===== config.mk =====
export PLATFORM = sky130hd
export DESIGN_NAME = spi_select_slave
export DESIGN_NICKNAME = d
export VERILOG_FILES = /design/src/rtl/spi_select_slave.sv
export SDC_FILE = /design/constraint.sdc
export NUM_CORES = 1
export LEC_CHECK = 0
export BUFFER_PORTS_ARGS = -buffer_cell sky130_fd_sc_hd__buf_2
export CAP_MARGIN = 20
export CORE_UTILIZATION = 45
export CTS_CLUSTER_SIZE = 25
export DETAILED_ROUTE_END_ITERATION = 8
export GPL_TIMING_DRIVEN = 0
export PLACE_DENSITY = 0.73
export SLEW_MARGIN = 20
export SYNTH_ARGS = -nofsm -noshare
export SYNTH_HDL_FRONTEND = slang
export SYNTH_SLANG_ARGS = --single-unit
export TNS_END_PERCENT = 1

===== constraint.sdc =====
create_clock -name clk -period 1.9 [get_ports clk]
set_clock_uncertainty 0.2 [all_clocks]
set_input_delay 0.38 -clock clk [delete_from_list [all_inputs] [get_ports clk]]
set_output_delay 0.38 -clock clk [all_outputs]
set_load 0.005 [all_outputs]

===== src/rtl/spi_select_slave.sv =====
module spi_select_slave #(
  parameter int          SYNC_STAGES = 2,
  parameter logic [7:0]  FILL_BYTE   = 8'hFF
) (
  input  logic       clk,
  input  logic       rst_n,
  input  logic       sclk_in,
  input  logic       mosi_in,
  input  logic       csn_in,
  output logic       miso_out,
  output logic       miso_oe,
  output logic       rx_valid,
  output logic [7:0] rx_data,
  output logic       rx_first,
  input  logic       rx_ready,
  input  logic       tx_valid,
  input  logic [7:0] tx_data,
  output logic       tx_take
);

  localparam int TOP = SYNC_STAGES - 1;

  logic [TOP:0] sclk_sy, mosi_sy, csn_sy;
  logic         sclk_d, csn_d;
  logic [2:0]   bitcnt;
  logic [7:0]   shift_rx, shift_tx;
  logic         first_pending, underrun;

  always_ff @(posedge clk or negedge rst_n) begin
    if (!rst_n) begin
      sclk_sy <= '0;
      mosi_sy <= '0;
      csn_sy  <= '1;
      sclk_d  <= 1'b0;
      csn_d   <= 1'b1;
    end else begin
      sclk_sy <= {sclk_sy[TOP-1:0], sclk_in};
      mosi_sy <= {mosi_sy[TOP-1:0], mosi_in};
      csn_sy  <= {csn_sy[TOP-1:0], csn_in};
      sclk_d  <= sclk_sy[TOP];
      csn_d   <= csn_sy[TOP];
    end
  end

  wire s_sclk    = sclk_sy[TOP];
  wire s_mosi    = mosi_sy[TOP];
  wire s_csn     = csn_sy[TOP];
  wire sclk_rise = s_sclk & ~sclk_d;
  wire sclk_fall = ~s_sclk & sclk_d;
  wire sel_edge  = ~s_csn & csn_d;
  wire [7:0] status = {tx_valid, rx_ready, underrun, 5'b00000};

  assign miso_oe  = ~csn_in;
  assign miso_out = shift_tx[7];

  always_ff @(posedge clk or negedge rst_n) begin
    if (!rst_n) begin
      bitcnt        <= '0;
      shift_rx      <= '0;
      shift_tx      <= '0;
      first_pending <= 1'b1;
      underrun      <= 1'b0;
      rx_valid      <= 1'b0;
      rx_data       <= '0;
      rx_first      <= 1'b0;
      tx_take       <= 1'b0;
    end else begin
      rx_valid <= 1'b0;
      tx_take  <= 1'b0;
      if (sel_edge) underrun <= 1'b0;
      if (s_csn) begin
        bitcnt        <= '0;
        first_pending <= 1'b1;
        shift_tx      <= status;
      end else begin
        if (sclk_rise) begin
          shift_rx <= {shift_rx[6:0], s_mosi};
          bitcnt   <= bitcnt + 3'd1;
          if (bitcnt == 3'd7) begin
            rx_valid      <= 1'b1;
            rx_data       <= {shift_rx[6:0], s_mosi};
            rx_first      <= first_pending;
            first_pending <= 1'b0;
          end
        end
        if (sclk_fall) begin
          if (bitcnt == 3'd0) begin
            if (tx_valid) begin
              shift_tx <= tx_data;
              tx_take  <= 1'b1;
            end else begin
              shift_tx <= FILL_BYTE;
              underrun <= 1'b1;
            end
          end else begin
            shift_tx <= {shift_tx[6:0], 1'b1};
          end
        end
      end
    end
  end

  logic chk_seen;
  always_ff @(posedge clk or negedge rst_n) begin
    if (!rst_n)        chk_seen <= 1'b0;
    else if (s_csn)    chk_seen <= 1'b0;
    else if (rx_valid) chk_seen <= 1'b1;
  end

  assert_idle_quiet_R1: assert property (@(posedge clk) disable iff (!rst_n)
    (rx_valid || tx_take) |-> $past(!s_csn));

  assert_rx_pulse_R2: assert property (@(posedge clk) disable iff (!rst_n)
    rx_valid |=> !rx_valid);

  assert_cmd_flag_R3: assert property (@(posedge clk) disable iff (!rst_n)
    rx_valid |-> (rx_first == !chk_seen));

  assert_take_pulse_R5: assert property (@(posedge clk) disable iff (!rst_n)
    tx_take |=> !tx_take);

  assert_underrun_cause_R6: assert property (@(posedge clk) disable iff (!rst_n)
    $rose(underrun) |-> $past(!tx_valid && !s_csn));

  assert_abort_clean_R7: assert property (@(posedge clk) disable iff (!rst_n)
    $rose(s_csn) |=> (!rx_valid && bitcnt == 3'd0));

endmodule


==> results of run 1 <==
==> worst max path at each step <==
stage	from	to	slack, ps	depth (start not counted)
2_1_floorplan	csn_sy[1]$_DFF_PN1_	rx_data[0]$_DFFE_PN0P_	130	5
3_3_place_gp	csn_sy[1]$_DFF_PN1_	rx_data[5]$_DFFE_PN0P_	-0.6	5
3_5_place_dp	csn_sy[1]$_DFF_PN1_	rx_data[4]$_DFFE_PN0P_	-50	5
4_1_cts	bitcnt[0]$_DFFE_PN0P_	shift_tx[7]$_DFFE_PN0P_	50	6
6_report	bitcnt[0]$_DFFE_PN0P_	shift_tx[7]$_DFFE_PN0P_	150	6
5_1_grt	bitcnt[0]$_DFFE_PN0P_	shift_tx[4]$_DFFE_PN0P_	30	6
==> state kept, by name, summed over array words and instances, names as in the netlist, 2 cells and up <==
register,flops
bitcnt,3
shift_rx,7
csn_sy,2
rx_data,8
sclk_sy,2
shift_tx,8
mosi_sy,2
==> cells by family (layout without fill, tap and decap cells) <==
logic type / Yosys count / count (layout) / synth area share
DFF: 39 / 39 / 0.593
and+or+nand+nor: 30 / 30 / 0.131
AOI/OAI and AO/OA: 19 / 19 / 0.0703
muxes: 18 / 18 / 0.139
buffers and inverters: 11 / 50 / 0.0393
adders and majority gates: 3 / 3 / 0.0227
xor gates and xnor gates: 1 / 1 / 0.00529
==> repair_timing <==
item | in CTS | in global routing
hold endpoints to repair | 3 | 0
gates resized for setup | 0 | 1
hold buffers | 3 | 0
setup endpoints to repair | 8 | 7
pin swaps | 1 | 0
buffers inserted | 1 | 0
==> layout by cell type, fill, tap and decap left out, types with 2 or more instances in the layout <==
cell type                       instances
sky130_fd_sc_hd__clkbuf_1               5
sky130_fd_sc_hd__a21oi_1               10
sky130_fd_sc_hd__nor2b_1                6
sky130_fd_sc_hd__nand2b_1               2
sky130_fd_sc_hd__mux2i_1                2
sky130_fd_sc_hd__nand4bb_1              7
sky130_fd_sc_hd__dlygate4sd3_1          3
sky130_fd_sc_hd__ha_1                   2
sky130_fd_sc_hd__nor2_1                 6
sky130_fd_sc_hd__buf_2                 27
sky130_fd_sc_hd__inv_1                  4
sky130_fd_sc_hd__mux2_2                 8
sky130_fd_sc_hd__o211ai_1               7
sky130_fd_sc_hd__nand2_1                4
sky130_fd_sc_hd__dfstp_2                4
sky130_fd_sc_hd__clkbuf_8               6
sky130_fd_sc_hd__dfrtp_1               35
sky130_fd_sc_hd__mux2_4                 8
sky130_fd_sc_hd__nor4b_1                2
==> worst reg2reg max path, delay by kind of cell, from the launching register on <==
kind                       cells  cell delay (ps)
DFF                            1              410
and+or+nand+nor                1              150
AOI/OAI and AO/OA              2              300
adders and majority gates      1              270
buffers and inverters          2              340
==> layout make-up <==
type,count,area (um^2)
Fill cell,271,1440
Sequential cell,39,981
Multi-Input combinational cell,71,612
Timing Repair Buffer,31,173
Clock buffer,6,82.6
Tap cell,46,57.6
Buffer,7,50.0
Clock inverter,2,35.0
Inverter,4,15.0
==> stage by stage <==
stage | std cells | total power [W] | setup WS [ps] | area (um^2) | TNS (ps)
after global routing | 206 | 0.00197 | 27.5 | 2010 | 0
after CTS | 206 | 0.00190 | 53.2 | 2000 | 0
final | 206 | 0.00188 | 153 | 2010 | 0
after floorplan | 121 | 0.00111 | 131 | 1660 | 0
after detailed placement | 194 | 0.00119 | -53.6 | 1850 | -373
after global placement | 194 | 0.00117 | -0.611 | 1850 | -0.920
==> per-layer routing <==
metal | global-route usage | wire, um | vias to the layer above | part of all wire
li1 | - | - | 501 | -
met5 | 0 | 0 | - | 0
met4 | 0.0698 | 42 | 0 | 0.015
met1 | 0.206 | 1300 | 517 | 0.46
met2 | 0.255 | 1400 | 19 | 0.49
met3 | 0.0620 | 93 | 5 | 0.033
==> where the power goes <==
part           switching (W)  internal [W]  total (W)
clock network       0.000277      0.000425   0.000701
registers          0.0000604      0.000922   0.000982
logic              0.0000886      0.000106   0.000194
total               0.000426       0.00145    0.00188
==> metrics.cfg, run 1 <==
[logic_synthesis]
syn-num-nets=139
main_area_contributors_after_synthesis=sky130_fd_sc_hd__dfrtp_1 53%, sky130_fd_sc_hd__mux2_4 7.3%, sky130_fd_sc_hd__dfstp_2 6.3%, sky130_fd_sc_hd__mux2_2 5.4%, sky130_fd_sc_hd__nand4bb_1 4.8%
synthTopCellsByCount=35 x sky130_fd_sc_hd__dfrtp_1, 10 x sky130_fd_sc_hd__a21oi_1, 8 x sky130_fd_sc_hd__mux2_2, 8 x sky130_fd_sc_hd__mux2_4
synth_top_flop_cell=sky130_fd_sc_hd__dfrtp_1
area_of_the_mapped_netlist_um2=1660
synth.most_common_cell=sky130_fd_sc_hd__dfrtp_1
synth-async-reset-ratio=1.00
yosysWarnings=0
synth_edf_count=0
synth_top_cell_area_share=0.529
synth.lib_cells_used.distinct=24
synth-seq-area-share=0.593
synth_top_cell_by_area=sky130_fd_sc_hd__dfrtp_1
netlist_instances=121
ys_seq_elements=39
avgSynthCellArea_um2=13.7

[die]
floorplan.initialDensity=0.481
die-width_um=62.7
core_um2=3440
io_pins=28
die_area_um2=3930
placementRows=21
die_height_um=62.7

[sta]
grt_setup_unrepaired=false
fmaxAchievable_mhz=572
worst_hold_slack_ps=-2.04
post-route-min-period_ps=1750
timing.final.setup_violations=0
relSlewSlack=0.439
worst_slew_pin_slew_ps=841
number_of_failing_hold_endpoints_at_the_final_stage=3
report.final.slew_viol_count=0
period_share=0.919

[drt]
vias_per_cell=5.06
first_pass_iters=4
drtAntennaViolNets=0
routed_wirelength_mm=2.83
drc=0
vias=1042
drt-wirelength-per-cell_um=13.7
detail_route.iter0.violations=67

[hold_path]
hold_path_class=primary input to async pin

[clock_tree]
clk_root_buffer_cell=sky130_fd_sc_hd__clkbuf_8
clkLatencyLatePin_ps=290
tritoncts=done
clk_pin_slew_worst_paths_ps=70
cts_max_path_buffers=2
cts.sink_count=39
htree_levels=2
cts_made_buffers=5

[global_route]
globalRouteTotalUtil=0.165
grt_pass1_wl_mm=4.84
antenna_found_initial=0
grt.overflow.total=0
maximum_number_of_pins_on_one_net_before_global_route_repair=40
grt_pass1_vias=1053

[setup_path]
worst-endpoint-required_ps=1910
r2r_cells=6
worst_path_largest_cell_delay_ps=410
worst-endpoint-arrival_ps=1760
cp_cell_sequence=inv_1, ha_2, nor2b_1, clkbuf_1, o211ai_1, a21oi_1
worstSetupPathType=flip-flop to flip-flop
crit_reg_reg_startpoint=bitcnt[0]$_DFFE_PN0P_
cp.buffers_inverters=2
critPathCaptureType=flip-flop
dominant_delay_contributor_by_cell_family_on_the_critical_path=flip-flops
slowest_cell_on_the_critical_path=sky130_fd_sc_hd__dfrtp_1
rr_endpoint=shift_tx[7]$_DFFE_PN0P_
critical_path_fanouts_max=9
startpoint_type=flip-flop
worst-r2r-setup-slack_ps=150

[finish]
layout_cells_sized_above_1=0.381
post_layout_util=0.583
fin_nets=177
area_delta_synth_final_pct=21.2
antenna-diode-count=0

[placed_design]
detailed_place_hpwl_mm=1.90
portBuffers=27
gp_routability_congestion=0.744

[job]
number_of_maximum_capacitance_violations=0

[pwr]
power_density_over_cell_area_nw_per_um2=936
power.leakage_nw=0.939
power.ir.vdd_worst_mv=0.539

[run_status]
run_status=finished with violations
failed_checks=negative hold slack

No activity file was read; power rests on OpenSTA's default activity.
==> run 2, diff against run 1 <==
--- a/config.mk
+++ b/config.mk
@@ -5,13 +5,13 @@
 export SDC_FILE = /design/constraint.sdc
 export NUM_CORES = 1
 export LEC_CHECK = 0
-export BUFFER_PORTS_ARGS = -buffer_cell sky130_fd_sc_hd__buf_2
 export CAP_MARGIN = 20
-export CORE_UTILIZATION = 45
+export CORE_UTILIZATION = 49
 export CTS_CLUSTER_SIZE = 25
 export DETAILED_ROUTE_END_ITERATION = 8
+export DONT_BUFFER_PORTS = 1
 export GPL_TIMING_DRIVEN = 0
-export PLACE_DENSITY = 0.73
+export PLACE_DENSITY = 0.71
 export SLEW_MARGIN = 20
 export SYNTH_ARGS = -nofsm -noshare
 export SYNTH_HDL_FRONTEND = slang
==> metrics.cfg, run 2 (synthesis gave the netlist of run 1 again) <==
[setup_path]
worst-endpoint-required_ps=1960  ; +50 ps
worstSetupPathType=flip-flop to flip-flop
worst_setup_path_endpoint=shift_tx[6]$_DFFE_PN0P_
critical_path_fanouts_max=9  ; unchanged
critPathCaptureType=flip-flop
crit_reg_reg_startpoint=bitcnt[0]$_DFFE_PN0P_
r2r_cells=6  ; unchanged
rr_endpoint=shift_tx[6]$_DFFE_PN0P_
start_point_of_the_critical_path=bitcnt[0]$_DFFE_PN0P_
startpoint_type=flip-flop
worst-endpoint-arrival_ps=1810  ; +50 ps
worst-r2r-setup-slack_ps=150  ; about the same

[clock_tree]
htree_levels=2  ; unchanged
clk_root_buffer_cell=sky130_fd_sc_hd__clkbuf_4
cts.sink_count=39  ; unchanged
clkLatencyLatePin_ps=340  ; +50 ps
cts_made_buffers=5  ; unchanged
tritoncts=done
clk_pin_slew_worst_paths_ps=110  ; +40 ps
cts_max_path_buffers=2  ; unchanged

[sta]
fmaxAchievable_mhz=572  ; -0.13%
period_share=0.921  ; +0.00117
worst_slew_pin_slew_ps=419  ; -423 ps
relSlewSlack=0.721  ; +0.282
post-route-min-period_ps=1750  ; +2.23 ps
timing.final.setup_violations=0  ; unchanged
number_of_failing_hold_endpoints_at_the_final_stage=0  ; -3
grt_setup_unrepaired=false
report.final.slew_viol_count=0  ; unchanged

[pwr]
power.leakage_nw=0.806  ; -14%
power.ir.vdd_worst_mv=0.587  ; +9.0%
power_density_over_cell_area_nw_per_um2=865  ; -7.6%

[drt]
routed_wirelength_mm=2.61  ; -7.8%
detail_route.iter0.violations=29  ; -57%
vias=954  ; -8.4%
drt-wirelength-per-cell_um=14.5  ; +5.5%
vias_per_cell=5.30  ; +4.8%
drc=0  ; unchanged
first_pass_iters=4  ; unchanged
drtAntennaViolNets=0  ; unchanged

[global_route]
grt_pass1_wl_mm=4.22  ; -13%
grt_pass1_vias=929  ; -12%
globalRouteTotalUtil=0.165  ; about the same
grt.overflow.total=0  ; unchanged
antenna_found_initial=0  ; unchanged
maximum_number_of_pins_on_one_net_before_global_route_repair=40  ; unchanged

[finish]
layout.cells.most_common=sky130_fd_sc_hd__dfrtp_1
antenna-diode-count=0  ; unchanged
fin_nets=153  ; -14%
layout_cells_sized_above_1=0.250  ; -0.131
filler_cells_inserted=265  ; -2.2%
area_delta_synth_final_pct=11.8
post_layout_nonfiller_instances=180  ; -13%
largest_registers=rx_data: 8 flops, shift_tx: 8 flops, shift_rx: 7 flops
most-common-layout-cells=35 x sky130_fd_sc_hd__dfrtp_1, 10 x sky130_fd_sc_hd__a21oi_1, 8 x sky130_fd_sc_hd__mux2_2, 8 x sky130_fd_sc_hd__mux2_4
post_layout_util=0.592  ; +0.00890

[placed_design]
portBuffers=0  ; -100%
gp_routability_congestion=0.755  ; +1.4%
dp.cells=165  ; -15%
detailed_place_hpwl_mm=1.67  ; -12%

[die]
die-width_um=60.1  ; -4.0%
core_um2=3130  ; -9.1%
floorplan.initialDensity=0.529  ; +0.0483
die_area_um2=3610  ; -7.9%
io_pins=28  ; unchanged
placementRows=20  ; -4.8%
die_height_um=60.1  ; -4.0%

[run_status]
run_status=complete, no violations

[job]
number_of_maximum_capacitance_violations=0  ; unchanged

[hold_path]
hold_path_class=primary input to flip-flop

run 2: cell types whose count changed in the layout (fill, tap and decap cells not counted), sizes merged:
cell	change
dlygate4sd3	+2
bufinv	-1
buf	-26
clkbuf	+1
run 2: layout make-up:
type / instances / area (um^2) / share of cell area
clock buffers: 7 / 55.1 / 0.0297
repair buffers: 7 / 77.6 / 0.0419
inverters: 4 / 15.0 / 0.00811
clock inverters: 1 / 5.00 / 0.00270
flip-flops and latches: 39 / 981 / 0.530
well taps: 44 / 55.1 / 0.0297
multi-input cells: 71 / 612 / 0.331
plain buffers: 7 / 50.0 / 0.0270
run 2: repair_timing:
action,in CTS,in global routing
endpoints found under the hold margin,42,1
gates resized for setup,0,1
endpoints found under the setup margin,8,7
pin swaps,1,0
setup buffers,1,0
hold buffers,5,1
run 2: metrics by stage:
stage	setup TNS (ps)	setup WS [ps]	power [W]	area, um^2	hold WS, ps
floorplan	0	131	0.00111	1660	-116
global route	0	27.8	0.00168	1850	83.7
CTS	0	51.0	0.00161	1840	1.94
global placement	-131	-19.0	0.00114	1710	-115
detailed placement	-200	-32.9	0.00115	1710	-115
finish	0	151	0.00160	1850	66.1
run 2: how the worst min path moves through the flow:
| stage | slack (ps) | cells after the start | from | end |
|---|---|---|---|---|
| finish | 70 | 2 | tx_data[0] | shift_tx[0]$_DFFE_PN0P_ |
| CTS | 2 | 2 | rx_ready | shift_tx[6]$_DFFE_PN0P_ |
| detailed placement | -110 | 0 | rst_n | rx_first$_DFFE_PN0P_ |
| floorplan | -120 | 0 | rst_n | bitcnt[0]$_DFFE_PN0P_ |
| global placement | -110 | 0 | rst_n | rx_valid$_DFF_PN0_ |
| global route | 80 | 2 | tx_data[0] | shift_tx[0]$_DFFE_PN0P_ |
run 2: report_power, final:
group          switching, W  total, W  internal, W
combinational     0.0000823  0.000182     0.000100
clock              0.000255  0.000435     0.000180
sequential        0.0000624  0.000984     0.000921
total              0.000400   0.00160      0.00120
run 2: layer usage:
| layer | part of all wire | vias to the layer above | routed length (um) | GRT usage |
|---|---|---|---|---|
| met4 | 0.0035 | 0 | 9 | 0.0598 |
| met3 | 0.047 | 2 | 123 | 0.0671 |
| met1 | 0.47 | 477 | 1230 | 0.211 |
| met2 | 0.48 | 21 | 1240 | 0.251 |
| li1 | - | 454 | - | - |
| met5 | 0 | - | 0 | 0 |
run 2: critical path, stage by stage (launching register included):
cell,delay (ps)
sky130_fd_sc_hd__dfrtp_1,420
sky130_fd_sc_hd__inv_1,70
sky130_fd_sc_hd__ha_2,280
sky130_fd_sc_hd__nor2b_1,150
sky130_fd_sc_hd__clkbuf_1,270
sky130_fd_sc_hd__o211ai_1,140
sky130_fd_sc_hd__a21oi_1,150
==> run 3, diff against run 2 <==
--- a/config.mk
+++ b/config.mk
@@ -6,12 +6,14 @@
 export NUM_CORES = 1
 export LEC_CHECK = 0
 export CAP_MARGIN = 20
+export CELL_PAD_IN_SITES_DETAIL_PLACEMENT = 0
+export CELL_PAD_IN_SITES_GLOBAL_PLACEMENT = 1
 export CORE_UTILIZATION = 49
 export CTS_CLUSTER_SIZE = 25
 export DETAILED_ROUTE_END_ITERATION = 8
 export DONT_BUFFER_PORTS = 1
 export GPL_TIMING_DRIVEN = 0
-export PLACE_DENSITY = 0.71
+export PLACE_DENSITY = 0.83
 export SLEW_MARGIN = 20
 export SYNTH_ARGS = -nofsm -noshare
 export SYNTH_HDL_FRONTEND = slang
==> metrics.cfg, run 3 (synthesis gave the netlist of run 1 again) <==
[finish]
post_layout_util=0.590  ; -0.00200
area_delta_synth_final_pct=11.4
layout_cells_sized_above_1=0.265  ; +0.0147
filler_cells_inserted=255  ; -3.8%
largest_registers=rx_data: 8 flops, shift_tx: 8 flops, shift_rx: 7 flops
finalInstanceArea_um2=1840  ; -0.34%
most-common-layout-cells=35 x sky130_fd_sc_hd__dfrtp_1, 10 x sky130_fd_sc_hd__a21oi_1, 8 x sky130_fd_sc_hd__mux2_2, 8 x sky130_fd_sc_hd__mux2_4
antenna-diode-count=0  ; unchanged
post_layout_nonfiller_instances=180  ; unchanged
layout.cells.most_common=sky130_fd_sc_hd__dfrtp_1
fin_nets=153  ; unchanged

[die]
floorplan.initialDensity=0.529  ; unchanged
placementRows=20  ; unchanged
die_area_um2=3610  ; unchanged
die_height_um=60.1  ; unchanged
die-width_um=60.1  ; unchanged
core_um2=3130  ; unchanged
io_pins=28  ; unchanged

[job]
number_of_maximum_capacitance_violations=0  ; unchanged

[placed_design]
gp_routability_congestion=0.753  ; -0.24%
detailed_place.area_um2=1710  ; unchanged
dp.cells=165  ; unchanged
detailed_place_hpwl_mm=1.71  ; +2.6%
portBuffers=0  ; unchanged

[clock_tree]
clkLatencyLatePin_ps=340  ; about the same
clk_pin_slew_worst_paths_ps=120  ; about the same
cts_max_path_buffers=2  ; unchanged
tritoncts=done
cts.sink_count=39  ; unchanged
clk_root_buffer_cell=sky130_fd_sc_hd__clkbuf_4
htree_levels=2  ; unchanged
cts_made_buffers=5  ; unchanged

[sta]
number_of_failing_hold_endpoints_at_the_final_stage=0  ; unchanged
worst_hold_slack_ps=75.0  ; +9.00 ps
fmaxAchievable_mhz=589  ; +3.0%
timing.final.setup_violations=0  ; unchanged
post-route-min-period_ps=1700  ; -50.9 ps
worst_slew_pin_slew_ps=452  ; +33.2 ps
grt_setup_unrepaired=false
relSlewSlack=0.699  ; -0.0222
period_share=0.894  ; -0.0268
report.final.slew_viol_count=0  ; unchanged

[hold_path]
hold_path_class=primary input to flip-flop
holdPathEnd=shift_tx[0]$_DFFE_PN0P_
hold_path_depth=2  ; unchanged
min_from=tx_data[0]

[pwr]
power.share.sequential=0.627  ; +0.013
power.internal_w=0.00116  ; -3.4%
comb_power_share=0.118  ; +0.004
power_density_over_cell_area_nw_per_um2=849  ; -1.9%
reported_net_switching_power_w=0.000406  ; +1.5%
power.leakage_nw=0.808  ; +0.26%
switching_share=0.259  ; +0.00942
power.ir.vdd_worst_mv=0.571  ; -2.7%
p_clk_frac=0.256  ; -0.016

[setup_path]
crit_reg_reg_startpoint=bitcnt[0]$_DFFE_PN0P_
r2r_cells=5  ; -1
rr_endpoint=rx_data[0]$_DFFE_PN0P_
startpoint_type=flip-flop
critPathCaptureType=flip-flop
worst-endpoint-arrival_ps=1730  ; -80 ps
worst-r2r-setup-slack_ps=200  ; +50 ps
worstSetupPathType=flip-flop to flip-flop
worst-endpoint-required_ps=1930  ; -30 ps
critical_path_fanouts_max=10  ; +1

[drt]
vias=937  ; -1.8%
drtAntennaViolNets=0  ; unchanged
drc=0  ; unchanged
vias_per_cell=5.21  ; -1.8%
drt-wirelength-per-cell_um=14.8  ; +2.1%
detail_route.iter0.violations=34  ; +17%
routed_wirelength_mm=2.66  ; +2.1%
first_pass_iters=3  ; -1

[global_route]
grt_pass1_wl_mm=4.28  ; +1.5%
grt_pass1_vias=928  ; -0.11%
antenna_found_initial=0  ; unchanged
globalRouteTotalUtil=0.174  ; +0.00942
maximum_number_of_pins_on_one_net_before_global_route_repair=40  ; unchanged
grt.overflow.total=0  ; unchanged

[run_status]
run_status=complete, no violations

==> run 3: power by group through the flow <==
stage / sequential, W / clock (W) / combinational (W)
4_1_cts: 0.000983 / 0.000420 / 0.000186
6_report: 0.000981 / 0.000400 / 0.000184
5_1_grt: 0.000993 / 0.000458 / 0.000203
2_1_floorplan: 0.000978 / 0 / 0.000132
3_3_place_gp: 0.000992 / 0 / 0.000148
3_5_place_dp: 0.000999 / 0 / 0.000154
==> run 3: metrics by stage <==
step / power, W / setup WS (ps) / TNS, ps
floorplan: 0.00111 / 131 / 0
global placement: 0.00114 / -16.4 / -107
detailed placement: 0.00115 / -31.3 / -202
CTS: 0.00159 / 26.4 / 0
global route: 0.00165 / 99.6 / 0
finish: 0.00157 / 202 / 0
==> run 3: how the worst max path moves through the flow <==
stage / slack [ps] / startpoint / to
after floorplan: 130 / csn_sy[1]$_DFF_PN1_ / rx_data[0]$_DFFE_PN0P_
after global placement: -20 / csn_sy[1]$_DFF_PN1_ / rx_data[7]$_DFFE_PN0P_
after detailed placement: -30 / csn_sy[1]$_DFF_PN1_ / rx_data[0]$_DFFE_PN0P_
after CTS: 30 / bitcnt[0]$_DFFE_PN0P_ / shift_tx[7]$_DFFE_PN0P_
after global routing: 100 / bitcnt[0]$_DFFE_PN0P_ / shift_tx[2]$_DFFE_PN0P_
final: 200 / bitcnt[0]$_DFFE_PN0P_ / rx_data[0]$_DFFE_PN0P_
==> run 3: layout make-up <==
| cell class | instances | area, um^2 | area share |
|---|---|---|---|
| tap | 44 | 55.1 | 0.0299 |
| buffer | 7 | 51.3 | 0.0278 |
| timing repair buffer | 7 | 77.6 | 0.0421 |
| multi-input combinational | 71 | 612 | 0.332 |
| sequential | 39 | 981 | 0.532 |
| clock inverter | 3 | 15.0 | 0.00814 |
| inverter | 4 | 15.0 | 0.00814 |
| clock buffer | 5 | 37.5 | 0.0204 |
==> run 3: metal layers <==
metal,GRT usage,share of wire,vias to the layer above
li1,-,-,451
met1,0.215,0.48,462
met2,0.259,0.46,19
met3,0.0823,0.048,5
met4,0.0797,0.017,0
met5,0,0,-
==> run 3: critical path, cell delays in order (launching register included) <==
cell and delay [ps]:
sky130_fd_sc_hd__dfrtp_1 420, sky130_fd_sc_hd__ha_1 210, sky130_fd_sc_hd__ha_1 170, sky130_fd_sc_hd__and2_4 150, sky130_fd_sc_hd__buf_12 140, sky130_fd_sc_hd__mux2_4 290
==> run 3: what timing repair did <==
action	4_1_cts	5_1_grt
hold buffers	6	0
pin swaps	1	0
endpoints found under the setup margin	8	7
resized for setup	0	3
endpoints found under the hold margin	43	0
setup buffers	1	0
